===== src/rtl/tmsig_pkg.sv =====
// Shared definitions for the transactional signature conflict detector.
// Assumes exactly two thread contexts; the thread-id width follows from that.
package tmsig_pkg;
    typedef enum logic [1:0] {
        HASH_BITSEL  = 2'd0,
        HASH_XORFOLD = 2'd1,
        HASH_TRIE    = 2'd2
    } hash_kind_e;

    localparam int NTHR  = 2;
    localparam int TID_W = $clog2(NTHR);
endpackage


===== src/rtl/tmsig_hash.sv =====
// Address-to-signature hash. Purely combinational.
// KIND picks the variant at elaboration. Assumes SIG_BITS and SIG_BITS/NUM_HASH
// are powers of two and that the trie leaves partition the address space.
module tmsig_hash
    import tmsig_pkg::*;
#(
    parameter hash_kind_e KIND        = HASH_BITSEL,
    parameter int         ADDR_W      = 32,
    parameter int         SIG_BITS    = 64,
    parameter int         ADDR_LSB    = 2,
    parameter int         NUM_HASH    = 4,
    parameter int         TRIE_LEAVES = 3,
    parameter logic [TRIE_LEAVES*ADDR_W-1:0] TRIE_MASK  = {32'h4, 32'h5, 32'h5},
    parameter logic [TRIE_LEAVES*ADDR_W-1:0] TRIE_MATCH = {32'h0, 32'h4, 32'h5}
) (
    input  logic [ADDR_W-1:0]   addr_i,
    output logic [SIG_BITS-1:0] vec_o
);
    localparam int IDXW = $clog2(SIG_BITS);
    localparam int PART = SIG_BITS / NUM_HASH;
    localparam int PW   = $clog2(PART);

    // Some variants leave address bits unread; fold them here.
    logic unused_addr;
    assign unused_addr = ^addr_i;

    if (KIND == HASH_BITSEL) begin : g_bitsel
        logic [IDXW-1:0] idx;
        // Low address bits used directly as the bit index.
        assign idx   = addr_i[ADDR_LSB +: IDXW];
        assign vec_o = {{(SIG_BITS-1){1'b0}}, 1'b1} << idx;
    end else if (KIND == HASH_XORFOLD) begin : g_xor
        for (genvar k = 0; k < NUM_HASH; k++) begin : g_part
            logic [PW-1:0] idx;
            // Each part folds a low slice onto a high slice.
            assign idx = addr_i[ADDR_LSB + k*PW +: PW] ^ addr_i[ADDR_W-1 - k*PW -: PW];
            assign vec_o[k*PART +: PART] = {{(PART-1){1'b0}}, 1'b1} << idx;
        end
    end else begin : g_trie
        for (genvar i = 0; i < SIG_BITS; i++) begin : g_leaf
            if (i < TRIE_LEAVES) begin : g_used
                // Leaf predicate: masked address equals the leaf pattern.
                assign vec_o[i] = ((addr_i & TRIE_MASK[i*ADDR_W +: ADDR_W])
                                   == TRIE_MATCH[i*ADDR_W +: ADDR_W]);
            end else begin : g_spare
                assign vec_o[i] = 1'b0;
            end
        end
    end
endmodule


===== src/rtl/tmsig_thread_ctx.sv =====
// Per-thread transaction context: in-transaction flag plus read and write
// signatures. Assumes start/finish are single-cycle pulses; finish wins.
// An access counts only while in a transaction and not being cleared.
module tmsig_thread_ctx #(
    parameter int SIG_BITS = 64
) (
    input  logic                clk,
    input  logic                rst_n,
    input  logic                start_i,
    input  logic                finish_i,
    input  logic                acc_valid_i,
    input  logic                acc_write_i,
    input  logic [SIG_BITS-1:0] vec_i,
    output logic                active_o,
    output logic                eff_o,
    output logic                clear_o,
    output logic [SIG_BITS-1:0] rd_sig_o,
    output logic [SIG_BITS-1:0] wr_sig_o
);
    logic                active_q;
    logic [SIG_BITS-1:0] rd_q, wr_q;

    assign clear_o  = start_i | finish_i;
    assign eff_o    = acc_valid_i & active_q & ~clear_o;
    assign active_o = active_q;
    assign rd_sig_o = rd_q;
    assign wr_sig_o = wr_q;

    // Track whether the thread is inside a transaction.
    always_ff @(posedge clk) begin
        if (!rst_n)        active_q <= 1'b0;
        else if (finish_i) active_q <= 1'b0;
        else if (start_i)  active_q <= 1'b1;
    end

    // Accumulate hashed bits; wipe both vectors in one edge on any clear.
    always_ff @(posedge clk) begin
        if (!rst_n || clear_o) begin
            rd_q <= '0;
            wr_q <= '0;
        end else if (eff_o) begin
            if (acc_write_i) wr_q <= wr_q | vec_i;
            else             rd_q <= rd_q | vec_i;
        end
    end
endmodule


===== src/rtl/tmsig_conflict.sv =====
// Cross-thread conflict test and registered verdict.
// Tests each counted access against the other threads' stored vectors and
// against their same-cycle accesses. When several threads are flagged the
// highest-numbered one is named, so the lowest-numbered keeps running.
module tmsig_conflict
    import tmsig_pkg::*;
#(
    parameter int SIG_BITS = 64
) (
    input  logic                               clk,
    input  logic                               rst_n,
    input  logic [NTHR-1:0]                    eff_i,
    input  logic [NTHR-1:0]                    write_i,
    input  logic [NTHR-1:0]                    clear_i,
    input  logic [NTHR-1:0][SIG_BITS-1:0]      vec_i,
    input  logic [NTHR-1:0][SIG_BITS-1:0]      rd_sig_i,
    input  logic [NTHR-1:0][SIG_BITS-1:0]      wr_sig_i,
    output logic                               conflict_o,
    output logic [TID_W-1:0]                   abort_tid_o
);
    logic [NTHR-1:0]  flag;
    logic [TID_W-1:0] tid_d;

    for (genvar t = 0; t < NTHR; t++) begin : g_thr
        logic hit_c;
        // Any overlap with another thread's vectors or same-cycle access.
        always_comb begin
            hit_c = 1'b0;
            for (int o = 0; o < NTHR; o++) begin
                if (o != t) begin
                    if (!clear_i[o] &&
                        |(vec_i[t] & (write_i[t] ? (rd_sig_i[o] | wr_sig_i[o])
                                                 : wr_sig_i[o])))
                        hit_c = 1'b1;
                    if (eff_i[o] && (write_i[t] || write_i[o]) &&
                        |(vec_i[t] & vec_i[o]))
                        hit_c = 1'b1;
                end
            end
        end
        assign flag[t] = eff_i[t] & hit_c;
    end

    // Name the highest-numbered flagged thread.
    always_comb begin
        tid_d = '0;
        for (int t = 0; t < NTHR; t++)
            if (flag[t]) tid_d = TID_W'(t);
    end

    // Register the verdict.
    always_ff @(posedge clk) begin
        if (!rst_n) begin
            conflict_o  <= 1'b0;
            abort_tid_o <= '0;
        end else begin
            conflict_o  <= |flag;
            abort_tid_o <= tid_d;
        end
    end
endmodule


===== src/rtl/tm_sig_detector.sv =====
// Top of the transactional signature conflict detector.
// One access lane per thread; the lane index is the thread id.
// Assumes inputs are stable around the rising edge; reset is synchronous.
module tm_sig_detector
    import tmsig_pkg::*;
#(
    parameter hash_kind_e HASH_KIND   = HASH_BITSEL,
    parameter int         ADDR_W      = 32,
    parameter int         SIG_BITS    = 64,
    parameter int         ADDR_LSB    = 2,
    parameter int         NUM_HASH    = 4,
    parameter int         TRIE_LEAVES = 3,
    parameter logic [TRIE_LEAVES*ADDR_W-1:0] TRIE_MASK  = {32'h4, 32'h5, 32'h5},
    parameter logic [TRIE_LEAVES*ADDR_W-1:0] TRIE_MATCH = {32'h0, 32'h4, 32'h5}
) (
    input  logic                         clk,
    input  logic                         rst_n,
    input  logic [NTHR-1:0]              acc_valid_i,
    input  logic [NTHR-1:0]              acc_write_i,
    input  logic [NTHR-1:0][ADDR_W-1:0]  acc_addr_i,
    input  logic [NTHR-1:0]              tx_begin_i,
    input  logic [NTHR-1:0]              tx_commit_i,
    input  logic [NTHR-1:0]              tx_abort_i,
    output logic                         conflict_o,
    output logic [TID_W-1:0]             abort_tid_o
);
    logic [NTHR-1:0]               active_w, eff_w, clear_w;
    logic [NTHR-1:0][SIG_BITS-1:0] vec_w, rd_sig_w, wr_sig_w;

    for (genvar t = 0; t < NTHR; t++) begin : g_lane
        tmsig_hash #(
            .KIND        (HASH_KIND),
            .ADDR_W      (ADDR_W),
            .SIG_BITS    (SIG_BITS),
            .ADDR_LSB    (ADDR_LSB),
            .NUM_HASH    (NUM_HASH),
            .TRIE_LEAVES (TRIE_LEAVES),
            .TRIE_MASK   (TRIE_MASK),
            .TRIE_MATCH  (TRIE_MATCH)
        ) u_hash (
            .addr_i (acc_addr_i[t]),
            .vec_o  (vec_w[t])
        );

        tmsig_thread_ctx #(
            .SIG_BITS (SIG_BITS)
        ) u_ctx (
            .clk         (clk),
            .rst_n       (rst_n),
            .start_i     (tx_begin_i[t]),
            .finish_i    (tx_commit_i[t] | tx_abort_i[t]),
            .acc_valid_i (acc_valid_i[t]),
            .acc_write_i (acc_write_i[t]),
            .vec_i       (vec_w[t]),
            .active_o    (active_w[t]),
            .eff_o       (eff_w[t]),
            .clear_o     (clear_w[t]),
            .rd_sig_o    (rd_sig_w[t]),
            .wr_sig_o    (wr_sig_w[t])
        );
    end

    tmsig_conflict #(
        .SIG_BITS (SIG_BITS)
    ) u_conflict (
        .clk         (clk),
        .rst_n       (rst_n),
        .eff_i       (eff_w),
        .write_i     (acc_write_i),
        .clear_i     (clear_w),
        .vec_i       (vec_w),
        .rd_sig_i    (rd_sig_w),
        .wr_sig_i    (wr_sig_w),
        .conflict_o  (conflict_o),
        .abort_tid_o (abort_tid_o)
    );
endmodule


===== config.mk =====
export PLATFORM = sky130hd
export DESIGN_NAME = tm_sig_detector
export DESIGN_NICKNAME = d
export VERILOG_FILES = /design/src/rtl/tmsig_pkg.sv /design/src/rtl/tmsig_hash.sv /design/src/rtl/tmsig_thread_ctx.sv /design/src/rtl/tmsig_conflict.sv /design/src/rtl/tm_sig_detector.sv
export SDC_FILE = /design/constraint.sdc
export NUM_CORES = 1
export LEC_CHECK = 0
export BUFFER_PORTS_ARGS = -buffer_cell sky130_fd_sc_hd__clkbuf_2
export CORE_MARGIN = 2
export CORE_UTILIZATION = 57
export CTS_BUF_LIST = sky130_fd_sc_hd__clkbuf_8
export CTS_CLUSTER_SIZE = 14
export DETAILED_ROUTE_END_ITERATION = 7
export MAX_ROUTING_LAYER = met4
export PLACE_DENSITY = 0.88
export SLEW_MARGIN = 20
export SYNTH_ARGS = -nofsm -noshare
export SYNTH_HDL_FRONTEND = slang
export SYNTH_HIERARCHICAL = 1
export SYNTH_SLANG_ARGS = --single-unit

===== constraint.sdc =====
create_clock -name clk -period 2.25 [get_ports clk]
set_clock_uncertainty 0.15 [all_clocks]
set_input_delay 0.1125 -clock clk [delete_from_list [all_inputs] [get_ports clk]]
set_output_delay 0.1125 -clock clk [all_outputs]
set_load 0.05 [all_outputs]

Word-level counts from Yosys, hierarchy flattened
Cells that the tools add are included.
Operators by class
  shift-type cells: 2
  multiplexer cells: 7
  bitwise logic cells: 24
  reductions and logical operators: 22
Operators by type and width (count)
  64-bit bitwise OR: 6
  64-bit AND: 3
  64-bit OR reduction: 3
  64-bit 2-to-1 mux: 2
  1-bit by 6-bit << shifter with 64-bit output, first input constant: 2
  2-bit AND reduction: 4
  1-bit AND: 6
  1-bit logical AND: 6
  2-bit OR reduction: 3
  1-bit 2-to-1 mux: 5
  1-bit inverter: 5
  1-bit bitwise OR: 4
  1-bit zero test: 3
  1-bit logical OR: 3
Storage, ports and cells
  flip-flop bits (word level): 260
  bits of input ports: 76
  output and inout bits: 2
  logic and storage cells: 63

Depth between registers and ports, before layout
Gate-level depths: netlist of the first run.
  depth in word-level cells: 9
  gate-level depth with buffers: 10
  gate-level depth less buffers: 8

Hierarchy
Netlist of the first run, hierarchy kept.
By module, submodules not included
  tmsig_thread_ctx: instances 2, cells an instance 511, area each 5190.0 sq um, sequential area each 2582.5 sq um
  tmsig_conflict: instances 1, cells an instance 274, area each 2078.2 sq um, sequential area each 40.0 sq um
  tmsig_hash: instances 2, cells an instance 95, area each 465.4 sq um, sequential area each 0.0 sq um
  tm_sig_detector: instances 1, cells an instance 2, area each 12.5 sq um, sequential area each 0.0 sq um

Worst setup path after synthesis of the first run
Ideal clock, no wire load.
  kind: input port to flip-flop
  start point: in acc_addr_i[6] (netlist bit)
  end point: reg u_conflict.conflict_o
  setup time: 120 ps
  data arrival time: 1893 ps
  required time: 1980 ps
  slack: 87 ps
  stages: 10
  buffers on the path: 2
  cells stage by stage: nand2b_1 -> clkbuf_1 -> clkbuf_1 -> nor2_1 -> a22o_1 -> a221oi_1 -> nand4_1 -> nor4_1 -> nor3_1 -> a211o_1
RTL lines
  from (decl): RTL line tm_sig_detector.sv:20  | input logic [NTHR-1:0][ADDR_W-1:0] acc_addr_i,
  to (signal assigned): RTL line tmsig_conflict.sv:57  | conflict_o <= |flag;
  to (decl): RTL line tmsig_conflict.sv:18  | output logic conflict_o,

Final worst setup path of the first run
  start point: reg g_lane[1].u_ctx.rd_q[18]
  end point: reg u_conflict.conflict_o
On the way
  word-level cells in the longest chain between the ends: 9
Ends and longest elaborated chain
  from (decl): RTL line tmsig_thread_ctx.sv:21  | logic [SIG_BITS-1:0] rd_q, wr_q;
  from (signal assigned): RTL line tmsig_thread_ctx.sv:43  | else rd_q <= rd_q | vec_i;
  64-bit bitwise OR: RTL line tmsig_conflict.sv:32  | |(vec_i[t] & (write_i[t] ? (rd_sig_i[o] | wr_sig_i[o])
  64-bit 2-to-1 mux: RTL line tmsig_conflict.sv:32
  64-bit AND: RTL line tmsig_conflict.sv:32
  64-bit OR reduction: RTL line tmsig_conflict.sv:32
  1-bit logical AND: RTL line tmsig_conflict.sv:31  | if (!clear_i[o] &&
  1-bit 2-to-1 mux: RTL line tmsig_conflict.sv:31
  1-bit 2-to-1 mux: RTL line tmsig_conflict.sv:35  | if (eff_i[o] && (write_i[t] || write_i[o]) &&
  1-bit AND: RTL line tmsig_conflict.sv:41  | assign flag[t] = eff_i[t] & hit_c;
  2-bit OR reduction: RTL line tmsig_conflict.sv:57
No other way between the ends.
A chain may end at the register's enable or synchronous reset.

==> metrics.txt, run 1 <==
# TYPE chip_impl_metric gauge
chip_impl_info{name="run_status",value="completed"} 1
chip_impl_metric{name="synth-async-reset-ratio",unit="%"} 0
chip_impl_metric{name="detailed_router_s_first_iteration_violation_count",unit=""} 1534
chip_impl_metric{name="core-area",unit="um2"} 23300
chip_impl_info{name="cts_tree",value="yes"} 1
chip_impl_info{name="cp_top_family",value="compound AO/OA/AOI/OAI gates"} 1
chip_impl_info{name="synthTopCellsByCount",value="sky130_fd_sc_hd__dfxtp_1 (260), sky130_fd_sc_hd__nor2_1 (235), sky130_fd_sc_hd__nand4b_1 (136)"} 1
chip_impl_metric{name="syn-cell-area",unit="um2"} 13400
chip_impl_metric{name="timing.max_slew.rel_slack",unit="%"} 44.4
chip_impl_metric{name="largest_net_degree_at_the_start_of_global_routing",unit=""} 129
chip_impl_metric{name="synth_cell_type_count",unit=""} 34
chip_impl_info{name="crit_type",value="reg -> reg"} 1
chip_impl_metric{name="cap_violations",unit=""} 0
chip_impl_metric{name="dr_total_vias",unit=""} 13400
chip_impl_metric{name="final_layout_size_suffix_gt1_share",unit="%"} 30.2
chip_impl_metric{name="fp.dieArea",unit="um2"} 24800
chip_impl_metric{name="timing.final.setup_violations",unit=""} 0
chip_impl_metric{name="arrival",unit="ns"} 2.51
chip_impl_metric{name="wl_per_cell",unit="um"} 23.0
chip_impl_info{name="cts.root.buffer_cell",value="sky130_fd_sc_hd__clkbuf_8"} 1
chip_impl_info{name="netlist_top_cells_area",value="sky130_fd_sc_hd__dfxtp_1 (39%), sky130_fd_sc_hd__nand4b_1 (8.9%), sky130_fd_sc_hd__a41oi_1 (8.4%)"} 1
chip_impl_metric{name="critical_path_peak_fanout",unit=""} 2
chip_impl_metric{name="p_leak",unit="uW"} 0.00644
chip_impl_info{name="crit_path_start_kind",value="flip-flop"} 1
chip_impl_info{name="worst_path_cell_chain",value="a21o_1 > a22oi_1 > nand4_1 > nor4_1 > a211oi_1 > a211o_1"} 1
chip_impl_metric{name="crit_path_max_incr_delay",unit="ns"} 0.40
chip_impl_metric{name="antenna_violation_net_count_after_detailed_routing",unit=""} 0
chip_impl_metric{name="port-buffer-count",unit=""} 25
chip_impl_metric{name="timing.final.max_slew_violations",unit=""} 0
chip_impl_metric{name="grt_pass1_vias",unit=""} 12800
chip_impl_metric{name="worst_ir_drop_vdd",unit="uV"} 513
chip_impl_metric{name="final_hold_viol_count",unit=""} 0
chip_impl_metric{name="power.density",unit="nW/um2"} 615
chip_impl_metric{name="synth_seq_area_share",unit="%"} 38.8
chip_impl_metric{name="number_of_cts_inserted_buffers",unit=""} 45
chip_impl_metric{name="detailedPlace.worstSlack",unit="ns"} -0.347
chip_impl_metric{name="path_clk_slew",unit="ns"} 0.07
chip_impl_metric{name="synth.ff_latch_count",unit=""} 260
chip_impl_metric{name="critPathRequiredTime",unit="ns"} 2.55
chip_impl_metric{name="worstMarginPinSlew",unit="ns"} 0.835
chip_impl_info{name="synth-main-ff-cell",value="sky130_fd_sc_hd__dfxtp_1"} 1
chip_impl_metric{name="yosysWarningCount",unit=""} 6
chip_impl_metric{name="filler_cell_count",unit=""} 1800
chip_impl_metric{name="routabilityCongestion",unit=""} 1.13
chip_impl_metric{name="detail_route.wirelength",unit="um"} 47100
chip_impl_metric{name="ctsHtreeMaxLevel",unit=""} 2
chip_impl_metric{name="groute.usage.overall",unit="%"} 38.7
chip_impl_metric{name="chipWidth",unit="um"} 157
chip_impl_info{name="post-synth-top-count-cell",value="sky130_fd_sc_hd__dfxtp_1"} 1
chip_impl_metric{name="post-synth-top-area-fraction",unit="%"} 38.8
chip_impl_metric{name="top_level_ports",unit=""} 78
chip_impl_info{name="min-delay-path-class",value="in -> reg"} 1
chip_impl_metric{name="layout_worst_path_cycle_share",unit="%"} 98.1
chip_impl_metric{name="max-clock-path-buffers",unit=""} 3
chip_impl_info{name="worst_hold_path_startpoint",value="tx_commit_i[0]"} 1
chip_impl_info{name="crit_start",value="g_lane[1].u_ctx/rd_sig_o[18]$_SDFFE_PP0P_"} 1
chip_impl_metric{name="fin_total_pwr",unit="uW"} 10000
chip_impl_metric{name="finalCoreUtilization",unit="%"} 70.1
chip_impl_metric{name="grt_pass1_wl",unit="um"} 72500
chip_impl_metric{name="synth_area_per_cell",unit="um2"} 9.01
chip_impl_metric{name="std_cell_rows",unit=""} 56
chip_impl_metric{name="ant_diodes",unit=""} 0
chip_impl_metric{name="tritoncts_num_sinks",unit=""} 260
chip_impl_metric{name="hold_path_depth",unit=""} 5
chip_impl_metric{name="area_added_between_synthesis_and_finish",unit="%"} 21.7
chip_impl_info{name="unrepaired_setup_endpoints_after_global_routing",value="false"} 1
chip_impl_metric{name="globalRouteOverflowTotal",unit=""} 0
chip_impl_info{name="regToRegEndpoint",value="u_conflict/conflict_o$_SDFF_PN0_"} 1
chip_impl_metric{name="synth_edf_count",unit=""} 0
chip_impl_metric{name="cts_post_setup_buffers_inserted",unit=""} 0
chip_impl_metric{name="place.detailed.hpwl",unit="um"} 32800
chip_impl_info{name="holdPathEnd",value="u_conflict/abort_tid_o$_SDFF_PN0_"} 1
chip_impl_metric{name="timing.critical_path.buf_inv",unit=""} 0
chip_impl_info{name="critical_path.slowest_cell",value="sky130_fd_sc_hd__nor4_1"} 1
chip_impl_metric{name="drcViolationCount",unit=""} 0
chip_impl_metric{name="routed_via_density",unit=""} 6.54
chip_impl_metric{name="post_synth_inst_count",unit=""} 1488
chip_impl_metric{name="drt_pre_antenna_iters",unit=""} 6
chip_impl_metric{name="nets",unit=""} 1770
chip_impl_metric{name="finalCriticalPeriod",unit="ns"} 2.21
chip_impl_info{name="worst_r2r_startpoint",value="g_lane[1].u_ctx/rd_sig_o[18]$_SDFFE_PP0P_"} 1
chip_impl_metric{name="worst_skew_pair.late_latency",unit="ns"} 0.57
chip_impl_metric{name="syn_nets",unit=""} 1564
chip_impl_metric{name="reg2reg_slack",unit="ns"} 0.04
chip_impl_info{name="critical_path_sink_type",value="flip-flop"} 1
chip_impl_metric{name="reg2regPathDepth",unit=""} 6
chip_impl_metric{name="postLayoutSetupSlackWorst",unit="ns"} 0.0434
chip_impl_metric{name="start_util",unit="%"} 57.6
chip_impl_metric{name="die-height",unit="um"} 157
chip_impl_metric{name="fin_cells",unit=""} 2047
chip_impl_metric{name="grt_antenna_before_repair",unit=""} 0
chip_impl_metric{name="dp_cells",unit=""} 1959
chip_impl_info{name="yosys.area.top_type",value="sky130_fd_sc_hd__dfxtp_1"} 1
chip_impl_metric{name="achievable-frequency",unit="GHz"} 0.453
through the flow:
step | area [um2] | setup TNS, ns | hold slack (ns)
2_1_floorplan | 13400 | 0 | 0.128
3_3_place_gp | 15200 | -0.585 | 0.241
3_5_place_dp | 15200 | -0.604 | 0.247
4_1_cts | 16300 | 0 | 0.0527
5_1_grt | 16300 | 0 | 0.112
6_report | 16300 | 0 | 0.0665
worst reg2reg max path: stages (launching register included):
cell and delay [ns]:
sky130_fd_sc_hd__dfxtp_1 0.32, sky130_fd_sc_hd__a21o_1 0.21, sky130_fd_sc_hd__a22oi_1 0.33, sky130_fd_sc_hd__nand4_1 0.26
sky130_fd_sc_hd__nor4_1 0.40, sky130_fd_sc_hd__a211oi_1 0.13, sky130_fd_sc_hd__a211o_1 0.29
metal layers:
layer  global-route usage (%)  part of all wire (%)  vias to the layer above
met5                        -                     0                        -
met1                     48.6                    40                     6526
met2                     60.6                    46                      754
li1                         -                     -                     5914
met3                     7.16                   9.0                      190
met4                     17.9                   5.0                        0
how the worst max path moves through the flow:
stage	slack [ns]	depth (start not counted)	end
floorplan	0.09	10	u_conflict/conflict_o$_SDFF_PN0_
global placement	-0.33	11	u_conflict/conflict_o$_SDFF_PN0_
detailed placement	-0.35	11	u_conflict/conflict_o$_SDFF_PN0_
CTS	0.11	8	u_conflict/conflict_o$_SDFF_PN0_
global route	0.06	8	u_conflict/conflict_o$_SDFF_PN0_
finish	0.04	6	u_conflict/conflict_o$_SDFF_PN0_
power by group:
group          internal, uW  total, uW  leakage (uW)  switching, uW
clock                  2680       4690      0.000546           2010
combinational           261        724       0.00380            463
sequential             4600       4620       0.00209           12.9
total                  7540      10000       0.00644           2490
registers in the layout, summed over array words and instances, names as in the netlist:
register and count:
g_lane.u_ctx/active_o 2, g_lane.u_ctx/rd_sig_o 128, g_lane.u_ctx/wr_sig_o 128, u_conflict/abort_tid_o 1
u_conflict/conflict_o 1
kinds of logic (layout without fill, tap and decap cells):
kind of cell	after synthesis	after routing	share of synthesized area, %
compound gates	484	484	29.3
simple gates	468	468	20.7
flops	260	260	38.8
buf+inv	276	516	11.1
cell usage in the layout (no fill, tap or decap), types with 19 or more instances in the layout:
| master | Yosys | final |
|---|---|---|
| sky130_fd_sc_hd__buf_12 | 14 | 19 |
| sky130_fd_sc_hd__a21oi_2 | 112 | 112 |
| sky130_fd_sc_hd__buf_4 | 2 | 260 |
| sky130_fd_sc_hd__nor2_2 | 26 | 26 |
| sky130_fd_sc_hd__dfxtp_1 | 260 | 258 |
| sky130_fd_sc_hd__a41oi_1 | 128 | 128 |
| sky130_fd_sc_hd__nand4_1 | 22 | 22 |
| sky130_fd_sc_hd__nand4b_1 | 136 | 136 |
| sky130_fd_sc_hd__a21o_1 | 129 | 129 |
| sky130_fd_sc_hd__inv_1 | 128 | 137 |
| sky130_fd_sc_hd__nor2_1 | 235 | 235 |
| sky130_fd_sc_hd__clkbuf_2 | 0 | 21 |
| sky130_fd_sc_hd__a22oi_1 | 64 | 64 |
| sky130_fd_sc_hd__clkbuf_8 | 0 | 62 |
area by class of cell:
type                       count  area [um2]  area share (%)
clock buffer                  62         853            5.23
sequential                   260        5210            32.0
multi-input combinational    952        6710            41.2
clock inverter                19         139           0.852
inverter                     128         480            2.95
tap                          319         399            2.45
timing repair buffer         307        2510            15.4
repair_timing:
action	CTS	global route
gates resized for setup	0	1
setup endpoints to repair	0	1
endpoints found under the hold margin	44	0
hold buffers	7	0
Power figures use the tool's default switching activity.
==> inputs of run 2 (changes only) <==
--- a/config.mk
+++ b/config.mk
@@ -6,13 +6,14 @@
 export NUM_CORES = 1
 export LEC_CHECK = 0
 export BUFFER_PORTS_ARGS = -buffer_cell sky130_fd_sc_hd__clkbuf_2
+export CAP_MARGIN = 5
 export CORE_MARGIN = 2
 export CORE_UTILIZATION = 57
 export CTS_BUF_LIST = sky130_fd_sc_hd__clkbuf_8
 export CTS_CLUSTER_SIZE = 14
 export DETAILED_ROUTE_END_ITERATION = 7
 export MAX_ROUTING_LAYER = met4
-export PLACE_DENSITY = 0.88
+export PLACE_DENSITY = 0.79
 export SLEW_MARGIN = 20
 export SYNTH_ARGS = -nofsm -noshare
 export SYNTH_HDL_FRONTEND = slang
==> run 2 against run 1 <==
Fmax is 0.91% lower. Clock power is 7.0% lower. Largest cell class unchanged. Global-route usage is 0.16 points lower. Setup slack worse by 0.020 ns. Sequential cell count stayed put. Sequential share of layout area hardly changed. Routed wire length is 0.14% lower. Clock-buffer cell count is 10 lower. Final cell count hardly changed. Core utilization hardly changed. First-iteration DRC count is 7.8% lower.
==> metrics.txt, run 2 (synthesized netlist as in run 1, its figures left out) <==
# TYPE chip_impl_metric gauge
chip_impl_info{name="run_status",value="completed"} 1
chip_impl_metric{name="wl_per_cell",unit="um"} 23.0
chip_impl_info{name="min-delay-path-class",value="in -> reg"} 1
chip_impl_metric{name="dr_total_vias",unit=""} 13100
chip_impl_metric{name="cts_post_setup_buffers_inserted",unit=""} 0
chip_impl_info{name="mostFrequentLayoutCells",value="sky130_fd_sc_hd__buf_4 (260), sky130_fd_sc_hd__dfxtp_1 (258), sky130_fd_sc_hd__nor2_1 (235), sky130_fd_sc_hd__inv_1 (148), sky130_fd_sc_hd__nand4b_1 (136)"} 1
chip_impl_metric{name="worst_skew_pair.late_latency",unit="ns"} 0.55
chip_impl_metric{name="place.detailed.hpwl",unit="um"} 32900
chip_impl_metric{name="routed_via_density",unit=""} 6.41
chip_impl_metric{name="grt_antenna_before_repair",unit=""} 0
chip_impl_metric{name="grt_pass1_vias",unit=""} 12500
chip_impl_metric{name="chipWidth",unit="um"} 157
chip_impl_metric{name="fp.dieArea",unit="um2"} 24800
chip_impl_metric{name="top_level_ports",unit=""} 78
chip_impl_metric{name="start_util",unit="%"} 57.6
chip_impl_metric{name="die-height",unit="um"} 157
chip_impl_metric{name="detail_route.wirelength",unit="um"} 47100
chip_impl_metric{name="clockPowerShare",unit="%"} 44.9
chip_impl_metric{name="p_leak",unit="uW"} 0.00646
chip_impl_metric{name="timing.max_slew.rel_slack",unit="%"} 39.5
chip_impl_metric{name="power.density",unit="nW/um2"} 595
chip_impl_metric{name="filler_cell_count",unit=""} 1854
chip_impl_info{name="cts_tree",value="yes"} 1
chip_impl_metric{name="critical_path_peak_fanout",unit=""} 31
chip_impl_metric{name="switching_share",unit="%"} 24.8
chip_impl_metric{name="final_hold_viol_count",unit=""} 0
chip_impl_info{name="crit_type",value="in -> reg"} 1
chip_impl_metric{name="port-buffer-count",unit=""} 25
chip_impl_metric{name="antenna_violation_net_count_after_detailed_routing",unit=""} 0
chip_impl_metric{name="fin_total_pwr",unit="uW"} 9710
chip_impl_metric{name="timing.final.max_slew_violations",unit=""} 0
chip_impl_metric{name="finalCoreUtilization",unit="%"} 70.1
chip_impl_info{name="critical_path_sink_type",value="flip-flop"} 1
chip_impl_info{name="layout_commonest_cell",value="sky130_fd_sc_hd__buf_4"} 1
chip_impl_info{name="crit_path_start_kind",value="input pin"} 1
chip_impl_metric{name="max-clock-path-buffers",unit=""} 3
chip_impl_metric{name="globalRouteOverflowTotal",unit=""} 0
chip_impl_metric{name="critPathRequiredTime",unit="ns"} 2.55
chip_impl_metric{name="cap_violations",unit=""} 0
chip_impl_metric{name="core-area",unit="um2"} 23300
chip_impl_metric{name="p_comb_share",unit="%"} 7.7
chip_impl_metric{name="groute.usage.overall",unit="%"} 38.6
chip_impl_metric{name="final_layout_size_suffix_gt1_share",unit="%"} 29.8
chip_impl_metric{name="worstMarginPinSlew",unit="ns"} 0.907
chip_impl_metric{name="area_added_between_synthesis_and_finish",unit="%"} 21.7
chip_impl_metric{name="largest_net_degree_at_the_start_of_global_routing",unit=""} 129
chip_impl_metric{name="ant_diodes",unit=""} 0
chip_impl_metric{name="arrival",unit="ns"} 2.52
chip_impl_metric{name="number_of_cts_inserted_buffers",unit=""} 44
chip_impl_metric{name="net-switching-power",unit="uW"} 2410
chip_impl_metric{name="layout_worst_path_cycle_share",unit="%"} 99.0
chip_impl_metric{name="worst_ir_drop_vdd",unit="uV"} 500
chip_impl_metric{name="nets",unit=""} 1775
chip_impl_metric{name="tritoncts_num_sinks",unit=""} 260
chip_impl_metric{name="detailed_router_s_first_iteration_violation_count",unit=""} 1415
chip_impl_metric{name="std_cell_rows",unit=""} 56
chip_impl_metric{name="finalCriticalPeriod",unit="ns"} 2.23
chip_impl_metric{name="timing.final.setup_violations",unit=""} 0
chip_impl_metric{name="internal-power",unit="uW"} 7300
chip_impl_metric{name="path_clk_slew",unit="ns"} 0.07
chip_impl_metric{name="sequentialPowerShare",unit="%"} 47.4
chip_impl_metric{name="drt_pre_antenna_iters",unit=""} 5
chip_impl_metric{name="routabilityCongestion",unit=""} 1.07
chip_impl_metric{name="achievable-frequency",unit="GHz"} 0.449
chip_impl_metric{name="grt_pass1_wl",unit="um"} 71800
chip_impl_info{name="cts.root.buffer_cell",value="sky130_fd_sc_hd__clkbuf_8"} 1
chip_impl_metric{name="ctsHtreeMaxLevel",unit=""} 2
chip_impl_metric{name="drcViolationCount",unit=""} 0
==> run 2: final timing paths <==
kind,slack (ns),cells after the start,startpoint,to
setup / recovery,0.02,10,acc_write_i[0],u_conflict/conflict_o$_SDFF_PN0_
hold / removal,0.04,4,rst_n,u_conflict/abort_tid_o$_SDFF_PN0_
setup reg to reg,0.13,8,g_lane[0].u_ctx/rd_sig_o[40]$_SDFFE_PP0P_,u_conflict/conflict_o$_SDFF_PN0_
hold reg to reg,0.30,2,g_lane[1].u_ctx/rd_sig_o[51]$_SDFFE_PP0P_,g_lane[1].u_ctx/rd_sig_o[51]$_SDFFE_PP0P_
==> run 2: layout make-up <==
| class | instances | area (um2) | area share (%) |
|---|---|---|---|
| clock inverter | 25 | 175 | 1.07 |
| inverter | 128 | 480 | 2.95 |
| clock buffer | 52 | 716 | 4.39 |
| multi-input combinational | 952 | 6740 | 41.3 |
| tap | 319 | 399 | 2.45 |
| timing repair buffer | 313 | 2590 | 15.9 |
| sequential | 260 | 5210 | 32.0 |
==> run 2: per-layer routing <==
| layer | vias up | GRT usage [%] | part of all wire (%) |
|---|---|---|---|
| met5 | - | - | 0 |
| met4 | 0 | 14.8 | 4.2 |
| met3 | 144 | 5.31 | 7.8 |
| met2 | 619 | 60.7 | 47 |
| met1 | 6447 | 50.5 | 41 |
| li1 | 5927 | - | - |
==> run 2: repair_timing <==
item,in CTS,in global routing
hold buffers,10,0
setup endpoints to repair,0,1
resized for setup,0,8
endpoints found under the hold margin,44,0
==> run 2: power by group through the flow <==
| stage | clock network (uW) | logic (uW) | registers [uW] |
|---|---|---|---|
| 6_report | 4360 | 743 | 4610 |
| 2_1_floorplan | 0 | 416 | 4710 |
| 4_1_cts | 4390 | 725 | 4610 |
| 3_3_place_gp | 0 | 699 | 4710 |
| 3_5_place_dp | 0 | 708 | 4710 |
| 5_1_grt | 4630 | 774 | 4600 |
==> run 2: per-stage QoR <==
stage	TNS (ns)	instance area [um2]	std cells	setup slack, ns	hold WS, ns
after floorplan	0	13400	1488	0.0869	0.128
after global placement	-0.580	15300	1962	-0.295	0.228
after detailed placement	-0.589	15300	1962	-0.303	0.245
after CTS	0	16300	2049	0.0256	0.00000466
after global routing	-0.0100	16300	2049	-0.0100	0.0542
final	0	16300	2049	0.0231	0.0370
==> run 2: critical path, cell delays in order <==
cell and delay [ns]:
sky130_fd_sc_hd__dlygate4sd3_1 0.54, sky130_fd_sc_hd__buf_4 0.21, sky130_fd_sc_hd__buf_12 0.18, sky130_fd_sc_hd__a21o_1 0.19, sky130_fd_sc_hd__a22oi_2 0.19, sky130_fd_sc_hd__buf_4 0.16
sky130_fd_sc_hd__nand4_1 0.18, sky130_fd_sc_hd__nor4_2 0.35, sky130_fd_sc_hd__a211oi_1 0.12, sky130_fd_sc_hd__a211o_1 0.28
